**config.mk**
```make
export PLATFORM = sky130hd
export DESIGN_NAME = bitslice_alu
export DESIGN_NICKNAME = d
export VERILOG_FILES = /design/src/rtl/bitslice_alu_pkg.sv /design/src/rtl/alu_op_decode.sv /design/src/rtl/alu_bit_slice.sv /design/src/rtl/alu_slice_chain.sv /design/src/rtl/bitslice_alu.sv
export SDC_FILE = /design/constraint.sdc
export NUM_CORES = 1
export LEC_CHECK = 0
export BUFFER_PORTS_ARGS = -buffer_cell sky130_fd_sc_hd__buf_4
export CAP_MARGIN = 10
export CELL_PAD_IN_SITES_DETAIL_PLACEMENT = 1
export CELL_PAD_IN_SITES_GLOBAL_PLACEMENT = 2
export CORE_MARGIN = 4
export CORE_UTILIZATION = 32
export DETAILED_ROUTE_END_ITERATION = 10
export PLACE_DENSITY_LB_ADDON = 0.1
export SYNTH_ARGS = -nofsm -noshare
export SYNTH_HDL_FRONTEND = slang
export SYNTH_HIERARCHICAL = 1
export SYNTH_SLANG_ARGS = --single-unit
```
**constraint.sdc**
```tcl
create_clock -name vclk -period 54.5
set_input_delay 10.9 -clock vclk [all_inputs]
set_output_delay 10.9 -clock vclk [all_outputs]
set_load 0.02 [all_outputs]
```
**src/rtl/bitslice_alu_pkg.sv**
```systemverilog
package bitslice_alu_pkg;

    typedef enum logic [2:0] {
        OP_AND = 3'b000,
        OP_OR  = 3'b001,
        OP_ADD = 3'b010,
        OP_SUB = 3'b110,
        OP_SLT = 3'b111
    } alu_op_e;

    typedef enum logic [1:0] {
        PICK_AND  = 2'b00,
        PICK_OR   = 2'b01,
        PICK_SUM  = 2'b10,
        PICK_LESS = 2'b11
    } slice_pick_e;

    typedef struct packed {
        logic        invert_b;
        slice_pick_e pick;
        logic        arith;
        logic        valid;
    } alu_ctrl_t;

endpackage

```
**src/rtl/alu_op_decode.sv**
```systemverilog
module alu_op_decode
    import bitslice_alu_pkg::*;
(
    input  logic [2:0] op_code,
    output alu_ctrl_t  ctrl
);
    always_comb begin
        ctrl = '{invert_b: 1'b0, pick: PICK_AND, arith: 1'b0, valid: 1'b0};
        unique case (op_code)
            OP_AND: ctrl = '{invert_b: 1'b0, pick: PICK_AND,  arith: 1'b0, valid: 1'b1};
            OP_OR:  ctrl = '{invert_b: 1'b0, pick: PICK_OR,   arith: 1'b0, valid: 1'b1};
            OP_ADD: ctrl = '{invert_b: 1'b0, pick: PICK_SUM,  arith: 1'b1, valid: 1'b1};
            OP_SUB: ctrl = '{invert_b: 1'b1, pick: PICK_SUM,  arith: 1'b1, valid: 1'b1};
            OP_SLT: ctrl = '{invert_b: 1'b1, pick: PICK_LESS, arith: 1'b0, valid: 1'b1};
            default: ctrl = '{invert_b: 1'b0, pick: PICK_AND, arith: 1'b0, valid: 1'b0};
        endcase
    end
endmodule

```
**src/rtl/alu_bit_slice.sv**
```systemverilog
module alu_bit_slice
    import bitslice_alu_pkg::*;
(
    input  logic        a,
    input  logic        b,
    input  logic        invert_b,
    input  logic        cin,
    input  logic        less,
    input  slice_pick_e pick,
    output logic        res,
    output logic        sum,
    output logic        cout
);
    logic bb;

    always_comb begin
        bb   = b ^ invert_b;
        sum  = a ^ bb ^ cin;
        cout = (a & bb) | (a & cin) | (bb & cin);
        unique case (pick)
            PICK_AND:  res = a & b;
            PICK_OR:   res = a | b;
            PICK_SUM:  res = sum;
            PICK_LESS: res = less;
            default:   res = 1'b0;
        endcase
    end
endmodule

```
**src/rtl/alu_slice_chain.sv**
```systemverilog
module alu_slice_chain
    import bitslice_alu_pkg::*;
#(
    parameter int WIDTH = 32
) (
    input  logic [WIDTH-1:0] a,
    input  logic [WIDTH-1:0] b,
    input  logic             invert_b,
    input  slice_pick_e      pick,
    output logic [WIDTH-1:0] res,
    output logic             carry_top_in,
    output logic             carry_top_out
);
    localparam int MSB = WIDTH - 1;

    logic [WIDTH:0]   carry;
    logic [WIDTH-1:0] sum;
    logic [WIDTH-1:0] less_in;
    logic             sign_fix;

    assign carry[0]      = invert_b;
    assign carry_top_in  = carry[MSB];
    assign carry_top_out = carry[WIDTH];
    assign sign_fix      = sum[MSB] ^ (carry[MSB] ^ carry[WIDTH]);

    for (genvar i = 0; i < WIDTH; i++) begin : g_slice
        if (i == 0) begin : g_lsb
            assign less_in[i] = sign_fix;
        end else begin : g_upper
            assign less_in[i] = 1'b0;
        end
        alu_bit_slice u_slice (
            .a        (a[i]),
            .b        (b[i]),
            .invert_b (invert_b),
            .cin      (carry[i]),
            .less     (less_in[i]),
            .pick     (pick),
            .res      (res[i]),
            .sum      (sum[i]),
            .cout     (carry[i+1])
        );
    end
endmodule

```
**src/rtl/bitslice_alu.sv**
```systemverilog
module bitslice_alu
    import bitslice_alu_pkg::*;
#(
    parameter int WIDTH = 32
) (
    input  logic [WIDTH-1:0] opa,
    input  logic [WIDTH-1:0] opb,
    input  logic [2:0]       op_code,
    output logic [WIDTH-1:0] result,
    output logic             zero,
    output logic             overflow,
    output logic             carry_out
);
    alu_ctrl_t        ctrl;
    logic [WIDTH-1:0] chain_res;
    logic             c_in_top;
    logic             c_out_top;

    alu_op_decode u_decode (
        .op_code (op_code),
        .ctrl    (ctrl)
    );

    alu_slice_chain #(.WIDTH(WIDTH)) u_chain (
        .a             (opa),
        .b             (opb),
        .invert_b      (ctrl.invert_b),
        .pick          (ctrl.pick),
        .res           (chain_res),
        .carry_top_in  (c_in_top),
        .carry_top_out (c_out_top)
    );

    always_comb begin
        result    = ctrl.valid ? chain_res : '0;
        zero      = ~|result;
        overflow  = ctrl.arith & (c_in_top ^ c_out_top);
        carry_out = ctrl.arith & c_out_top;
    end
endmodule

```
-- Yosys cells after proc, flatten, opt, wreduce, memory -nomap -nowiden
Index checks and enable logic that the tools add are counted.
- memories kept: 0
- logic and storage cells: 369
- input bits: 67
- ROM bits: 0
- output and inout bits: 35
- register bits after elaboration: 0
- latch bits: 0
- bits in writable memories: 0
- shifts and indexed selects: 0
- bitwise operators: 324
- add/subtract/negate cells: 0
- div/mod/pow operators: 0
- multiply operators: 0
- order comparisons: 0
- reductions and logical operators: 4
- equality and inequality tests: 7
- muxes and demuxes: 34
- operators with widths (cell ; count):
    $and 1x1->1 ; 130
    $pmux 1 s4 ; 32
    $xor 1x1->1 ; 98
    $or 1x1->1 ; 96
    $mux 32 ; 1
    $reduce_or 32->1 ; 1
    $pmux 5 s5 ; 1
    $eq 3x3->1 const B ; 2
    $eq 2x2->1 const B ; 2
    $eq 3x1->1 const B ; 1
    $eq 3x2->1 const B ; 1
    $logic_not 3->1 ; 1
    $eq 2x1->1 const B ; 1
    $logic_not 2->1 ; 1
    $logic_not 1->1 ; 1

-- Longest topological paths before layout
Gate-level depths: netlist (run 1).
- word-level depth: 105
- depth in mapped cells: 103
- mapped depth without buffers: 103

-- By module
Netlist (run 1), hierarchy kept.
- modules (own cells, without submodules) (module ; area each (um^2) ; times used ; sequential area each (um^2) ; cells an instance):
    alu_bit_slice ; 90.1 ; 32 ; 0.0 ; 12
    bitslice_alu ; 327.8 ; 1 ; 0.0 ; 49
    alu_op_decode ; 52.6 ; 1 ; 0.0 ; 8
    alu_slice_chain ; 27.5 ; 1 ; 0.0 ; 2

-- Least setup slack after synthesis (run 1)
Ideal clock, no wire load.
- path kind: input -> output
- start: input op_code[1]
- end: output zero
- arrival: 27.765 ns
- path buffers: 0
- slack: 15.835 ns
- cell stages on the path: 103
- data required time: 43.600 ns
- path through: and2_4 -> xnor2_1 -> fa_1 -> inv_1 -> inv_1 -> fa_1 -> inv_1 -> inv_1 -> fa_1 -> inv_1 -> inv_1 -> fa_1 -> inv_1 -> inv_1 -> fa_1 -> inv_1 -> inv_1 -> fa_1 -> (+67 left out) -> inv_1 -> fa_1 -> inv_1 -> inv_1 -> fa_1 -> inv_1 -> inv_1 -> fa_1 -> inv_1 -> inv_1 -> fa_1 -> inv_1 -> xor3_1 -> nor2b_1 -> o32ai_2 -> nor4_2 -> nand4_1 -> o21ai_1
- cells in the longest elaborated chain, start to end: 105
- elaborated cells on any way between the ends: 303
- those cells by class: eq/ne (7); mux (34); bitwise (258); reduce/logical (4)
- ends and longest elaborated chain (element ; RTL line ; source):
    start, declared ; bitslice_alu.sv:8 ; input logic [2:0] op_code,
    $eq 3x3->1, or another cell as far along ; alu_op_decode.sv:9 ; unique case (op_code)
    $pmux 5 s5 (*) ; alu_op_decode.sv:9 ;
    $xor 1x1->1 ; alu_bit_slice.sv:17 ; bb = b ^ invert_b;
    $and 1x1->1 ; alu_bit_slice.sv:19 ; cout = (a & bb) | (a & cin) | (bb & cin);
    $or 1x1->1 ; alu_bit_slice.sv:19 ;
    $or 1x1->1 (*) ; alu_bit_slice.sv:19 ;
    net u_chain.carry[1] ; alu_slice_chain.sv:16 ; logic [WIDTH:0] carry;
    $and 1x1->1 ; alu_bit_slice.sv:19 ;
    (+2 left out) ; -- ;
    net u_chain.carry[2] ; alu_slice_chain.sv:16 ;
    (+3 left out) ; -- ;
    net u_chain.carry[3] ; alu_slice_chain.sv:16 ;
    (+3 left out) ; -- ;
    net u_chain.carry[4] ; alu_slice_chain.sv:16 ;
    (+3 left out) ; -- ;
    net u_chain.carry[5] ; alu_slice_chain.sv:16 ;
    (+3 left out) ; -- ;
    net u_chain.carry[6] ; alu_slice_chain.sv:16 ;
    (+3 left out) ; -- ;
    net u_chain.carry[7] ; alu_slice_chain.sv:16 ;
    (+3 left out) ; -- ;
    net u_chain.carry[8] ; alu_slice_chain.sv:16 ;
    (+3 left out) ; -- ;
    net u_chain.carry[9] ; alu_slice_chain.sv:16 ;
    (+3 left out) ; -- ;
    net u_chain.carry[10] ; alu_slice_chain.sv:16 ;
    (+3 left out) ; -- ;
    net u_chain.carry[11] ; alu_slice_chain.sv:16 ;
    (+3 left out) ; -- ;
    net u_chain.carry[12] ; alu_slice_chain.sv:16 ;
    (+3 left out) ; -- ;
    net u_chain.carry[13] ; alu_slice_chain.sv:16 ;
    (+3 left out) ; -- ;
    net u_chain.carry[14] ; alu_slice_chain.sv:16 ;
    (+3 left out) ; -- ;
    net u_chain.carry[15] ; alu_slice_chain.sv:16 ;
    (+3 left out) ; -- ;
    net u_chain.carry[16] ; alu_slice_chain.sv:16 ;
    (+3 left out) ; -- ;
    net u_chain.carry[17] ; alu_slice_chain.sv:16 ;
    (+3 left out) ; -- ;
    net u_chain.carry[18] ; alu_slice_chain.sv:16 ;
    (+3 left out) ; -- ;
    net u_chain.carry[19] ; alu_slice_chain.sv:16 ;
    (+3 left out) ; -- ;
    net u_chain.carry[20] ; alu_slice_chain.sv:16 ;
    (+3 left out) ; -- ;
    net u_chain.carry[21] ; alu_slice_chain.sv:16 ;
    (+3 left out) ; -- ;
    net u_chain.carry[22] ; alu_slice_chain.sv:16 ;
    (+3 left out) ; -- ;
    net u_chain.carry[23] ; alu_slice_chain.sv:16 ;
    (+3 left out) ; -- ;
    net u_chain.carry[24] ; alu_slice_chain.sv:16 ;
    (+3 left out) ; -- ;
    net u_chain.carry[25] ; alu_slice_chain.sv:16 ;
    (+3 left out) ; -- ;
    net u_chain.carry[26] ; alu_slice_chain.sv:16 ;
    (+3 left out) ; -- ;
    net u_chain.carry[27] ; alu_slice_chain.sv:16 ;
    (+3 left out) ; -- ;
    net u_chain.carry[28] ; alu_slice_chain.sv:16 ;
    (+3 left out) ; -- ;
    net u_chain.carry[29] ; alu_slice_chain.sv:16 ;
    (+3 left out) ; -- ;
    net u_chain.carry[30] ; alu_slice_chain.sv:16 ;
    (+3 left out) ; -- ;
    net c_in_top ; bitslice_alu.sv:16 ; logic c_in_top;
    (+3 left out) ; -- ;
    net c_out_top ; bitslice_alu.sv:17 ; logic c_out_top;
    $xor 1x1->1 (*) (2 in series) ; alu_slice_chain.sv:24 ; assign sign_fix = sum[MSB] ^ (carry[MSB] ^ carry[WIDTH]);
    net u_chain.sign_fix ; alu_slice_chain.sv:19 ; logic sign_fix;
    $pmux 1 s4 (*) ; alu_bit_slice.sv:20 ; unique case (pick)
    net chain_res[0] ; bitslice_alu.sv:15 ; logic [WIDTH-1:0] chain_res;
    $mux 32 (*) ; bitslice_alu.sv:35 ; result = ctrl.valid ? chain_res : '0;
    $reduce_or 32->1 (*) ; bitslice_alu.sv:36 ; zero = ~|result;
    $logic_not 1->1 (*) ; bitslice_alu.sv:36 ;
    end, declared ; bitslice_alu.sv:10 ; output logic zero,
The timed path passes the listed nets; every way through them passes the cells marked *.

==> results of run 1 <==
-- layout by cell type (no fill, tap or decap), drive strengths merged, types with 31 or more instances in the layout --
cell type,n
and2b,32
inv,130
o32ai,32
nor2b,33
o21bai,32
buf,104
xnor2,32
fa,32
and2,35
conb,31
a21oi,32
-- power groups by stage --
stage	sequential (mW)	combinational, mW	clock [mW]
after CTS	0	0.0567	0
after global placement	0	0.0544	0
after floorplan	0	0.0383	0
after detailed placement	0	0.0565	0
final	0	0.0553	0
after global routing	0	0.0628	0
-- stage by stage --
stage | hold WS (ns) | cells | utilization, % | setup slack, ns
CTS | 22.25 | 676 | 43.5 | 14.36
detailed placement | 22.25 | 676 | 43.5 | 14.40
global placement | 22.24 | 676 | 43.5 | 14.68
finish | 22.25 | 676 | 43.5 | 14.64
global route | 22.28 | 676 | 43.5 | 13.26
floorplan | 22.01 | 442 | - | 15.84
-- per-layer routing --
layer / GRT usage, % / vias to the layer above
li1: - / 1530
met1: 20.0 / 1464
met2: 28.5 / 52
met3: 1.08 / 0
met4: 0.0902 / 0
met5: 0 / -
-- path summary, 6_finish.rpt --
check | startpoint | to | slack [ns] | cells after the start
hold / removal | op_code[0] | overflow | 22.25 | 4
setup / recovery | op_code[1] | zero | 14.64 | 105
-- area by class of cell --
cell class	instances	area (sq um)	share of cell area, %
inverter	130	488	11.5
multi-input combinational	309	2800	66.1
tap	133	166	3.93
timing repair buffer	104	781	18.4
==> impl_metrics.tcl, run 1 <==
set metrics [dict create \
    rows 36 \
    crit_type "in -> out" \
    routed_wl_um 8680 \
    setup_viol 0 \
    cap_violations 0 \
    critPathArrivalTime_ns 28.96 \
    postRouteAntennaNets 0 \
    die_w_um 108 \
    placed_area_sq_um 4230 \
    syn_inst 412 \
    top_level_ports 102 \
    switchingPower_mw 0.0289 \
    dr.pass1.iters 4 \
    dpl.hpwl_um 7050 \
    start_util_pct 32.6 \
    intPower_mw 0.0264 \
    irDropWorstVdd_mv 0.00486 \
    cp.required_ns 43.60 \
    fin_area_sq_um 4230 \
    p_comb_share_pct 100.0 \
    dieArea_sq_um 11600 \
    min_period_ns 39.86 \
    critical-path-slowest-cell "and2_4" \
    wl_per_cell_um 12.8 \
    nFlopsAndLatches 0 \
    crit_top_cell "inv_1" \
    startpoint_type "primary input" \
    met2_wirelength_um 4540 \
    cp_top_family "adder cells" \
    fillers 1269 \
    regArea_sq_um 0 \
    via_count 3046 \
    hold_violations 0 \
    syn_area_per_cell_sq_um 7.70 \
    cp_max_fo 34 \
    area_delta_synth_final_pct 33.4 \
    wl_met3_um 296 \
    fin_total_pwr_mw 0.0553 \
    outcome "completed" \
    via_per_inst 4.51 \
    cts_repair_resize_count 0 \
    p_per_area_nw_per_um2 13.1 \
    nets 644 \
    crit_path_end_kind "primary output" \
    grt.overflow.total 0 \
    hp-class "in -> out" \
    first_global_vias 3286 \
    die_h_um 108 \
    synthesis.area_sq_um 3170 \
    cts_hold_buffers 0 \
    place_congestion 0.791 \
    max_freq_ghz 0.0251 \
    top_layer "met3" \
    rsz0062_at_grt "no" \
    layout-drive-gt1-share_pct 26.5 \
    drc 0 \
    clock_power_share_pct 0 \
    setup-tns-final_ns 0 \
    grtUsageTotal_pct 15.1 \
    portBuffers 102 \
    diodes 0 \
    cp_num_buf_inv 65 \
    cpPeakStageDelay_ns 0.55 \
    power_frac_seq_pct 0 \
    slew_violations 0 \
    post-cts-setup-buffers 0 \
    grt_start_max_net_pins 97 \
    core_sq_um 9730 \
    tightest_slew_ns 0.985 \
    post-route-period-util_pct 73.1 \
    antenna_found_initial 0 \
    clock_buffers 0 \
    swShare_pct 52.3 \
    ys_warn_count 6 \
    leakagePower_nw 2.16 \
    drt_iter0_drc 65 \
    grt_pass1_wl_um 14800 \
    met1_length_um 3850 \
    maxSlewHeadroom_pct 34.4 \
]
Power figures use the tool's default switching activity.
==> run 2: changes to the inputs <==
- ABC_AREA: not set -> 1
- CORE_UTILIZATION: 32 -> 25
- clock period: 54.5 -> 41.4 ns (I/O delays scaled with it)
==> run 2 against run 1 <==
Against the previous run: worst hold slack got worse by 5.2 ns; total power is 29% higher; global-route usage is 1.8 points lower; worst setup slack worse by 7.4 ns; non-clock buffer count rose by 2; core utilization decreased by 8.5 points; synthesized area increased by 0.28%; critical path depth grew 7; sequential share of layout area unchanged; via count rose by 22%; cell area rose by 0.92%; largest cell class unchanged; largest power group unchanged.
==> impl_metrics.tcl, run 2 <==
set metrics [dict create \
    hold_start "opa[12]" \
    syn_inst 634 \
    layout_commonest_cell "nand2_1" \
    layout-drive-gt1-share_pct 15.6 \
    p_per_area_nw_per_um2 16.7 \
    post-cts-setup-buffers 0 \
    diodes 0 \
    slew_violations 0 \
    die_h_um 121 \
    cp.required_ns 33.12 \
    clock_buffers 0 \
    cpPeakStageDelay_ns 0.49 \
    area_delta_synth_final_pct 34.2 \
    grt.overflow.total 0 \
    critPathArrivalTime_ns 25.89 \
    ys_warn_count 6 \
    grt_start_max_net_pins 65 \
    dpl.hpwl_um 7870 \
    start_util_pct 26.1 \
    rows 40 \
    cts_hold_buffers 0 \
    via_count 3724 \
    min_period_ns 34.17 \
    antenna_found_initial 0 \
    irDropWorstVdd_mv 0.00751 \
    postRouteAntennaNets 0 \
    place_congestion 0.733 \
    maxSlewHeadroom_pct 54.5 \
    die_w_um 121 \
    final_cells 933 \
    regArea_sq_um 0 \
    dr.pass1.iters 6 \
    startpoint_type "primary input" \
    setup-tns-final_ns 0 \
    holdPathEnd "result[12]" \
    portBuffers 102 \
    max_freq_ghz 0.0293 \
    nets 866 \
    rsz0062_at_grt "no" \
    crit_type "in -> out" \
    tightest_slew_ns 0.682 \
    hold_violations 0 \
    top_level_ports 102 \
    wl_per_cell_um 10.2 \
    via_per_inst 3.99 \
    cap_violations 0 \
    critical-path-slowest-cell "buf_4" \
    fin_total_pwr_mw 0.0716 \
    outcome "completed" \
    post-route-period-util_pct 82.5 \
    min_path_cells 8 \
    hp-class "in -> out" \
    grtUsageTotal_pct 13.4 \
    hold_ws_ns 17.08 \
    routed_wl_um 9520 \
    mostFrequentLayoutCells "238 x nand2_1, 201 x inv_1, 106 x buf_4" \
    crit_path_end_kind "primary output" \
    drc 0 \
    core_sq_um 12200 \
    fin_util_pct 35.0 \
    placed_cells 933 \
    syn_area_per_cell_sq_um 5.02 \
    setup_viol 0 \
    cts_repair_resize_count 0 \
    dieArea_sq_um 14600 \
    cp_max_fo 31 \
    drt_iter0_drc 47 \
    synthesis.area_sq_um 3180 \
    nFlopsAndLatches 0 \
    leakagePower_nw 2.73 \
    crit_top_cell "inv_1" \
    grt_pass1_wl_um 17000 \
    first_global_vias 3889 \
]
[run 2: worst max path at each step]
stage          slack (ns)   end        from  cells after the start
2_1_floorplan        7.59  zero  op_code[1]                    112
3_3_place_gp         7.20  zero  op_code[1]                    114
3_5_place_dp         7.04  zero  op_code[1]                    112
4_1_cts              6.94  zero  op_code[1]                    112
5_1_grt              5.84  zero  op_code[1]                    112
6_report             7.23  zero  op_code[1]                    112
[run 2: area by class of cell]
type	count	area, sq um
Fill cell	1773	7940
Multi-Input combinational cell	457	2510
Timing Repair Buffer	106	796
Inverter	202	758
Tap cell	168	210
[run 2: where the power goes]
group	total [mW]	leakage (nW)	switching (mW)	internal (mW)
Combinational	0.0716	2.73	0.0422	0.0293
Clock	0	0	0	0
Sequential	0	0	0	0
Total	0.0716	2.73	0.0422	0.0293
[run 2: layer usage]
metal	GRT usage (%)	vias to the layer above	routed length [um]
li1	-	1982	-
met1	16.7	1691	4270
met2	26.5	51	4940
met3	0.748	0	304
met4	0	0	0
met5	0	-	0
[run 2: critical path, delay by kind of cell]
kind                     cells  cell delay, ns
buffers and inverters       67            4.50
adder cells (fa/ha/maj)     31           11.76
AND/OR/NAND/NOR             12            1.03
XOR/XNOR                     1            0.18
AO/OA/AOI/OAI                1            0.16
[run 2: through the flow]
step                area, sq um  setup slack (ns)
floorplan                  3300              7.59
global placement           4270              7.20
detailed placement         4270              7.04
CTS                        4270              6.94
global route               4270              5.84
finish                     4270              7.23
==> run 3: changes to the inputs <==
- clock period: 41.4 -> 33.6 ns (I/O delays scaled with it)
==> run 3 against run 2 <==
Against the previous run: core utilization stayed put; flip-flop and latch count stayed put; worst setup slack worse by 5.0 ns; highest routed layer is now met4; critical path depth is 2 higher; die area stayed put; global-route usage is 0.22 points higher; total power is 25% higher; wire length is 3.9% higher; cell area stayed put; via count is 0.54% lower; combinational power is 25% higher.
==> impl_metrics.tcl, run 3 (synthesis results as in run 2) <==
set metrics [dict create \
    grt.overflow.total 0 \
    routed_wl_um 9890 \
    layout-drive-gt1-share_pct 15.6 \
    grt_start_max_net_pins 65 \
    cp_num_buf_inv 68 \
    clock_buffers 0 \
    post-route-period-util_pct 93.3 \
    cts_repair_resize_count 0 \
    critical-path-slowest-cell "fa_1" \
    dieArea_sq_um 14600 \
    tightest_slew_ns 0.692 \
    fin_area_sq_um 4270 \
    maxSlewHeadroom_pct 53.9 \
    final_cells 933 \
    layout_commonest_cell "nand2_1" \
    startpoint_type "primary input" \
    cap_violations 0 \
    max_freq_ghz 0.0319 \
    hp-class "in -> out" \
    drc 0 \
    mostFrequentLayoutCells "238 x nand2_1, 201 x inv_1, 106 x buf_4" \
    grt_use_met2_pct 26.2 \
    crit_type "in -> out" \
    rsz0062_at_grt "no" \
    post-cts-setup-buffers 0 \
    nets 866 \
    nFlopsAndLatches 0 \
    outcome "completed" \
    first_global_vias 3885 \
    dpl.hpwl_um 8340 \
    setup-tns-final_ns 0 \
    use_met1_pct 17.4 \
    setup_viol 0 \
    hold_violations 0 \
    fin_util_pct 35.0 \
    drt_iter0_drc 81 \
    core_sq_um 12200 \
    cts_hold_buffers 0 \
    place_congestion 0.741 \
    postRouteAntennaNets 0 \
    portBuffers 102 \
    slew_violations 0 \
    area_delta_synth_final_pct 34.2 \
    regArea_sq_um 0 \
    placed_cells 933 \
    wl_per_cell_um 10.6 \
    placed_area_sq_um 4270 \
    cp_top_family "adder cells" \
    diodes 0 \
    die_w_um 121 \
    top_level_ports 102 \
    cp_max_fo 16 \
    leakagePower_nw 2.73 \
    rows 40 \
    fin_total_pwr_mw 0.0896 \
    grtUsageTotal_pct 13.6 \
    via_per_inst 3.97 \
    grt_pass1_wl_um 17000 \
    crit_top_cell "inv_1" \
    irDropWorstVdd_mv 0.00874 \
    die_h_um 121 \
    met3_usage_pct 0.702 \
    p_per_area_nw_per_um2 21.0 \
    start_util_pct 26.1 \
    antenna_found_initial 0 \
    via_count 3704 \
    min_period_ns 31.35 \
    hold_start "opa[17]" \
    grt-busiest-layer "met2" \
    crit_start "op_code[1]" \
    critPathArrivalTime_ns 24.63 \
    cp.required_ns 26.88 \
    crit_path_end_kind "primary output" \
    cpPeakStageDelay_ns 0.42 \
    dr.pass1.iters 4 \
]
==> run 3: cell counts in the layout (fill, tap and decap cells not counted) <==
Identical to the previous run, type by type.
==> run 3: metal layers <==
layer,part of all wire [%],up-vias
met5,0,-
met4,0.64,0
met3,2.9,6
li1,-,1980
met1,46,1661
met2,50,57
==> run 3: area by class of cell <==
type	instances	area (sq um)
fill	1789	7940
inverter	202	758
multi-input combinational	457	2510
tap	168	210
timing repair buffer	106	796
==> run 3: final timing paths <==
kind / endpoint / cells after the start
max: zero / 114
min: result[17] / 8
==> run 3: report_power, final <==
| part | switching (mW) | leakage, nW | internal (mW) |
|---|---|---|---|
| registers | 0 | 0 | 0 |
| clock network | 0 | 0 | 0 |
| logic | 0.0531 | 2.73 | 0.0365 |
| total | 0.0531 | 2.73 | 0.0365 |
==> run 3: stage by stage <==
stage          worst slack (ns)  hold slack [ns]
2_1_floorplan              2.91            13.70
3_3_place_gp               2.43            13.96
3_5_place_dp               2.04            13.97
4_1_cts                    2.03            13.97
5_1_grt                   0.838            14.02
6_report                   2.25            13.96
==> run 3: tightest hold or removal path, cell delays in order <==
cell and delay, ns:
buf_4 0.09, nand2_1 0.05, nand2_1 0.05, nand2_1 0.04, nand2_1 0.07, nand2_1 0.05, inv_1 0.04, buf_4 0.13
